## src/rtl/cpu_xfer_pkg.sv

```systemverilog
package cpu_xfer_pkg;

  // Fixed control-word bit positions; the microprogram depends on them.
  localparam int unsigned BIT_MEM_RD   = 3;
  localparam int unsigned BIT_IR_LD    = 4;
  localparam int unsigned BIT_MAR_MBR  = 5;
  localparam int unsigned BIT_PC_INC   = 6;
  localparam int unsigned BIT_BR_LD    = 7;
  localparam int unsigned BIT_MAR_PC   = 10;
  localparam int unsigned BIT_MEM_WR   = 11;
  localparam int unsigned BIT_MBR_ACC  = 12;
  localparam int unsigned BIT_PC_MBR   = 14;
  localparam int unsigned BIT_PC_CLR   = 15;

  localparam int unsigned NUM_XFER     = 10;

  typedef struct packed {
    logic mem_rd;
    logic ir_ld;
    logic mar_from_mbr;
    logic pc_inc;
    logic br_ld;
    logic mar_from_pc;
    logic mem_wr;
    logic mbr_from_acc;
    logic pc_from_mbr;
    logic pc_clr;
  } xfer_t;

endpackage

```

## src/rtl/cpu_xfer_decode.sv

```systemverilog
module cpu_xfer_decode
  import cpu_xfer_pkg::*;
#(
  parameter int unsigned CTRL_W = 32
) (
  input  logic [CTRL_W-1:0] ctrl,
  output xfer_t             xfer
);

  localparam int unsigned XFER_POS [NUM_XFER] = '{
    BIT_MEM_RD, BIT_IR_LD, BIT_MAR_MBR, BIT_PC_INC, BIT_BR_LD,
    BIT_MAR_PC, BIT_MEM_WR, BIT_MBR_ACC, BIT_PC_MBR, BIT_PC_CLR
  };

  logic [CTRL_W-1:0] used_mask;
  logic [NUM_XFER-1:0] picked;

  // One select per transfer bit; the struct field order matches XFER_POS.
  for (genvar g = 0; g < NUM_XFER; g++) begin : g_pick
    assign picked[NUM_XFER-1-g] = ctrl[XFER_POS[g]];
  end

  always_comb begin
    used_mask = '0;
    for (int i = 0; i < NUM_XFER; i++) begin
      used_mask[XFER_POS[i]] = 1'b1;
    end
  end

  assign xfer = xfer_t'(picked);

  // Bits that no transfer uses are deliberately dropped.
  logic unused_ctrl_bits;
  assign unused_ctrl_bits = ^(ctrl & ~used_mask);

endmodule

```

## src/rtl/cpu_xfer_addr.sv

```systemverilog
module cpu_xfer_addr
  import cpu_xfer_pkg::*;
#(
  parameter int unsigned ADDR_W = 8
) (
  input  logic              clk,
  input  logic              rst,
  input  xfer_t             xfer,
  input  logic [ADDR_W-1:0] mbr_low,
  output logic [ADDR_W-1:0] mar
);

  logic [ADDR_W-1:0] pc;

  // Program counter: clear beats load, load beats increment.
  always_ff @(posedge clk) begin
    if (rst) begin
      pc <= '0;
    end else if (xfer.pc_clr) begin
      pc <= '0;
    end else if (xfer.pc_from_mbr) begin
      pc <= mbr_low;
    end else if (xfer.pc_inc) begin
      pc <= pc + ADDR_W'(1);
    end
  end

  // Address register: operand field beats program counter.
  always_ff @(posedge clk) begin
    if (rst) begin
      mar <= '0;
    end else if (xfer.mar_from_mbr) begin
      mar <= mbr_low;
    end else if (xfer.mar_from_pc) begin
      mar <= pc;
    end
  end

endmodule

```

## src/rtl/cpu_xfer_data.sv

```systemverilog
module cpu_xfer_data
  import cpu_xfer_pkg::*;
#(
  parameter int unsigned ADDR_W = 8,
  parameter int unsigned DATA_W = 16,
  localparam int unsigned OPC_W = DATA_W - ADDR_W
) (
  input  logic              clk,
  input  logic              rst,
  input  xfer_t             xfer,
  input  logic [DATA_W-1:0] mem_rdata,
  input  logic [DATA_W-1:0] acc_in,
  output logic [DATA_W-1:0] mbr,
  output logic [DATA_W-1:0] br,
  output logic [OPC_W-1:0]  ir
);

  // Data buffer: memory read beats accumulator copy.
  always_ff @(posedge clk) begin
    if (rst) begin
      mbr <= '0;
    end else if (xfer.mem_rd) begin
      mbr <= mem_rdata;
    end else if (xfer.mbr_from_acc) begin
      mbr <= acc_in;
    end
  end

  always_ff @(posedge clk) begin
    if (rst) begin
      br <= '0;
    end else if (xfer.br_ld) begin
      br <= mbr;
    end
  end

  always_ff @(posedge clk) begin
    if (rst) begin
      ir <= '0;
    end else if (xfer.ir_ld) begin
      ir <= mbr[DATA_W-1:ADDR_W];
    end
  end

endmodule

```

## src/rtl/cpu_xfer_datapath.sv

```systemverilog
module cpu_xfer_datapath
  import cpu_xfer_pkg::*;
#(
  parameter int unsigned ADDR_W = 8,
  parameter int unsigned DATA_W = 16,
  parameter int unsigned CTRL_W = 32,
  localparam int unsigned OPC_W = DATA_W - ADDR_W
) (
  input  logic              clk,
  input  logic              rst,
  input  logic [CTRL_W-1:0] ctrl,
  input  logic [DATA_W-1:0] acc_in,
  input  logic [DATA_W-1:0] mem_rdata,
  output logic [ADDR_W-1:0] mem_addr,
  output logic [DATA_W-1:0] mem_wdata,
  output logic              mem_rd,
  output logic              mem_wr,
  output logic [OPC_W-1:0]  opcode_out,
  output logic [DATA_W-1:0] mbr_out,
  output logic [DATA_W-1:0] br_out
);

  xfer_t             xfer;
  logic [DATA_W-1:0] mbr_q;

  cpu_xfer_decode #(.CTRL_W(CTRL_W)) u_decode (
    .ctrl (ctrl),
    .xfer (xfer)
  );

  cpu_xfer_addr #(.ADDR_W(ADDR_W)) u_addr (
    .clk     (clk),
    .rst     (rst),
    .xfer    (xfer),
    .mbr_low (mbr_q[ADDR_W-1:0]),
    .mar     (mem_addr)
  );

  cpu_xfer_data #(.ADDR_W(ADDR_W), .DATA_W(DATA_W)) u_data (
    .clk       (clk),
    .rst       (rst),
    .xfer      (xfer),
    .mem_rdata (mem_rdata),
    .acc_in    (acc_in),
    .mbr       (mbr_q),
    .br        (br_out),
    .ir        (opcode_out)
  );

  assign mbr_out   = mbr_q;
  assign mem_wdata = mbr_q;
  assign mem_rd    = xfer.mem_rd;
  assign mem_wr    = xfer.mem_wr;

endmodule

```

## config.mk

```make
export PLATFORM = sky130hd
export DESIGN_NAME = cpu_xfer_datapath
export DESIGN_NICKNAME = d
export VERILOG_FILES = /design/src/rtl/cpu_xfer_pkg.sv /design/src/rtl/cpu_xfer_decode.sv /design/src/rtl/cpu_xfer_addr.sv /design/src/rtl/cpu_xfer_data.sv /design/src/rtl/cpu_xfer_datapath.sv
export SDC_FILE = /design/constraint.sdc
export NUM_CORES = 1
export LEC_CHECK = 0
export CAP_MARGIN = 0
export CORE_ASPECT_RATIO = 0.7
export CORE_MARGIN = 2
export CORE_UTILIZATION = 40
export CTS_CLUSTER_SIZE = 10
export DETAILED_ROUTE_END_ITERATION = 8
export PLACE_DENSITY = 0.91
export SETUP_SLACK_MARGIN = 0.1
export SYNTH_ARGS = -nofsm -noshare
export SYNTH_HDL_FRONTEND = slang
export SYNTH_SLANG_ARGS = --single-unit
```

## constraint.sdc

```tcl
create_clock -name clk -period 1.6 [get_ports clk]
set_input_delay 0.32 -clock clk [delete_from_list [all_inputs] [get_ports clk]]
set_output_delay 0.32 -clock clk [all_outputs]
set_load 0.02 [all_outputs]
```

==> results.json <==
{
  "status": "complete, no violations",
  "p_seq_frac": 0.517,
  "ys_seq_elements": 56,
  "final_nets": 413,
  "ys_types": 27,
  "drive_gt1_frac": 0.161,
  "ios": 132,
  "ctsHoldBuffers": 0,
  "dieArea_um2": 7040,
  "rr_endpoint": "u_addr.pc[7]",
  "netlist_instances": 250,
  "path_class": "in -> out",
  "path_depth": 2,
  "vias": 2089,
  "yosysSeqAreaShare": 0.440,
  "grt_max_degree": 28,
  "antenna_cells": 0,
  "cp_max_fo": 2,
  "rr_startpoint": "u_addr.pc[2]",
  "grt-ovfl-total": 0,
  "drt-initial-drc-count": 64,
  "ir_drop_v": 0.000455,
  "viasPerCell": 4.92,
  "final_cells": 425,
  "drc": 0,
  "leakage_nw": 1.83,
  "hold_path.class": "in -> reg",
  "p_sw_uw": 818,
  "core_area_um2": 6190,
  "slew_headroom": 0.793,
  "totalWireLength_um": 6420,
  "grt_setup_unrepaired": "false",
  "num_rows": 24,
  "start_util": 0.412,
  "intPower_mw": 2.14,
  "cts_tree": "yes",
  "htree_levels": 2,
  "port_buffers": 107,
  "crit_path_start": "ctrl[3]",
  "area_growth_pct": 44.2,
  "cts_buffer_depth": 2,
  "cellPowerDensity_nw_per_um2": 806,
  "postLayoutCoreUtil": 0.594,
  "clkSlewWorstSetupHoldPaths_ns": 0.09,
  "crit_family": "buffers and inverters",
  "whs_ns": 0.334,
  "antenna_found_initial": 0,
  "reg2reg_depth": 3,
  "share_comb_of_total_power": 0.219,
  "wl_per_cell_um": 15.1,
  "finClkSkew_ns": 0.00358,
  "endpoint": "mem_rd",
  "place.gp.congestion": 0.817,
  "post-route-min-period_ns": 1.46,
  "tns_ns": 0,
  "slowest_stage": "clkdlybuf4s50_1",
  "slew_violations": 0,
  "switching_share": 0.276,
  "slowest_delay_ns": 0.48,
  "setup_viol": 0,
  "first_pass_iters": 4,
  "endpoint_kind": "output pin",
  "place_hpwl_um": 4760,
  "crit_required_ns": 1.28,
  "track_usage": 0.186,
  "drtAntennaViolNets": 0,
  "critical_path.cell_chain": "clkdlybuf4s50_1 > dlygate4sd2_1",
  "r2r_setup_slack_ns": 0.24,
  "crit_buf_inv": 2,
  "max_slew.worst_pin.slew_ns": 0.302,
  "grt_pass1_wl_um": 10500,
  "synth_area_leader_cell": "dfxtp_1",
  "dp.cells": 417,
  "final_hold_viol_count": 0,
  "synth_nets": 317,
  "fin_crit_sh": 0.910,
  "syn_area_um2": 2550,
  "timing.fmax_mhz": 687,
  "critPathLaunchType": "input port",
  "yosysWarningCount": 0,
  "insertion_delay_ns": 0.30,
  "drv_cap": 0,
  "critPathArrivalTime_ns": 1.14,
  "first_global_vias": 2150,
  "synth_area_per_cell_um2": 10.2,
  "die_x_um": 99.4,
  "clkPwrFrac": 0.264,
  "synth.top_cell.area_share": 0.440,
  "fp.dieH_um": 70.8,
  "postCtsSetupBuffers": 0,
  "numCtsBuffers": 5,
  "cts-root-buf": "clkbuf_8",
  "cts_sinks": 56,
  "synth_area_leaders": "dfxtp_1, mux2i_1, mux2_2, nor2_1, buf_4"
}
-- cell usage after synthesis --
| master | number |
|---|---|
| or4b_1 | 1 |
| dfxtp_1 | 56 |
| mux2i_1 | 49 |
| buf_2 | 8 |
| nand4_1 | 2 |
| o211a_1 | 2 |
| xnor2_1 | 1 |
| or3_1 | 2 |
| a31oi_1 | 2 |
| o21ai_0 | 6 |
| a21oi_1 | 3 |
| ha_1 | 1 |
| o211ai_1 | 1 |
| nor2_1 | 50 |
| clkbuf_1 | 7 |
| buf_6 | 1 |
| inv_1 | 1 |
| nor3b_1 | 1 |
| nor4b_4 | 1 |
| a2111oi_0 | 1 |
| buf_4 | 19 |
| xor2_1 | 3 |
| nand3_1 | 3 |
| o311ai_1 | 1 |
| nand2_1 | 3 |
| nand4_2 | 1 |
| mux2_2 | 24 |
-- final cells by class --
cell class / instances / area, um2
clock buffer: 6 / 82.6
tap: 78 / 97.6
multi-input combinational: 158 / 1200
clock inverter: 2 / 10.0
sequential: 56 / 1130
fill: 556 / 2510
inverter: 1 / 3.75
timing repair buffer: 124 / 1150
-- layout by cell type (no fill, tap or decap) --
| master | Yosys | final |
|---|---|---|
| dlygate4sd2_1 | 0 | 64 |
| dfxtp_1 | 56 | 52 |
| nor2_1 | 50 | 50 |
| mux2i_1 | 49 | 49 |
| clkdlybuf4s50_1 | 0 | 41 |
| mux2_2 | 24 | 24 |
| buf_4 | 19 | 14 |
| o21ai_0 | 6 | 6 |
| clkbuf_8 | 0 | 6 |
| dfxtp_2 | 0 | 4 |
| nand2_1 | 3 | 3 |
| nand3_1 | 3 | 3 |
| xor2_1 | 3 | 3 |
| a21oi_1 | 3 | 3 |
| buf_12 | 0 | 3 |
| or3_1 | 2 | 2 |
| a31oi_1 | 2 | 2 |
| nand4_1 | 2 | 2 |
| o211a_1 | 2 | 2 |
| clkinv_2 | 0 | 2 |
| inv_1 | 1 | 1 |
| nand4_2 | 1 | 1 |
| a2111oi_0 | 1 | 1 |
| xnor2_1 | 1 | 1 |
| nor3b_1 | 1 | 1 |
| nor4b_4 | 1 | 1 |
| o211ai_1 | 1 | 1 |
| or4b_1 | 1 | 1 |
| o311ai_1 | 1 | 1 |
| ha_1 | 1 | 1 |
| buf_2 | 8 | 1 |
| clkdlybuf4s15_1 | 0 | 1 |
-- flip-flops by register name, indices dropped and copies added, names as in the netlist --
signal      cells
u_addr.mar      8
u_addr.pc       8
u_data.br      16
u_data.ir       8
u_data.mbr     16
-- per-stage QoR --
stage / cell area, um2 / total power, mW / setup WS (ns)
final: 3670 / 2.96 / 0.145
after global routing: 3670 / 3.12 / 0.103
after CTS: 3670 / 3.00 / 0.119
after detailed placement: 3660 / 2.28 / -0.135
after global placement: 3660 / 2.26 / -0.124
after floorplan: 2550 / 1.94 / 0.287
-- logic make-up after synthesis --
family	count (synthesis)	share of synthesized area
compound gates	16	0.0403
xor+xnor	4	0.0137
fa+ha+maj	1	0.00491
buf+inv	36	0.0879
flops	56	0.440
mux	73	0.298
simple gates	64	0.115
-- worst min path at each step --
stage	to	startpoint	slack, ns	cells past startpoint
floorplan	u_addr.pc[2]	ctrl[15]	0.41	1
CTS	u_addr.pc[7]	rst	0.33	2
global route	u_addr.pc[7]	rst	0.34	2
finish	u_addr.pc[7]	rst	0.33	2
global placement	u_data.ir[0]	u_data.ir[0]	0.47	2
detailed placement	u_data.br[14]	u_data.br[14]	0.48	2
-- timing repair --
action,in CTS,in global routing
resized for setup,65,5
hold endpoints to repair,0,0
setup endpoints to repair,65,5
cloned,0,0
-- per-layer routing --
layer	up-vias	track usage	routed length, um
met5	-	0	0
met2	63	0.301	2960
met3	4	0.0543	387
li1	1037	-	-
met4	0	0.0396	49
met1	985	0.249	3020
-- power by group through the flow --
stage | Combinational, mW | Sequential, mW | Clock, mW
2_1_floorplan | 0.314 | 1.63 | 0
6_report | 0.649 | 1.53 | 0.783
3_3_place_gp | 0.698 | 1.56 | 0
3_5_place_dp | 0.716 | 1.56 | 0
5_1_grt | 0.696 | 1.54 | 0.879
4_1_cts | 0.654 | 1.53 | 0.814
(Power assumes the default switching activity.)
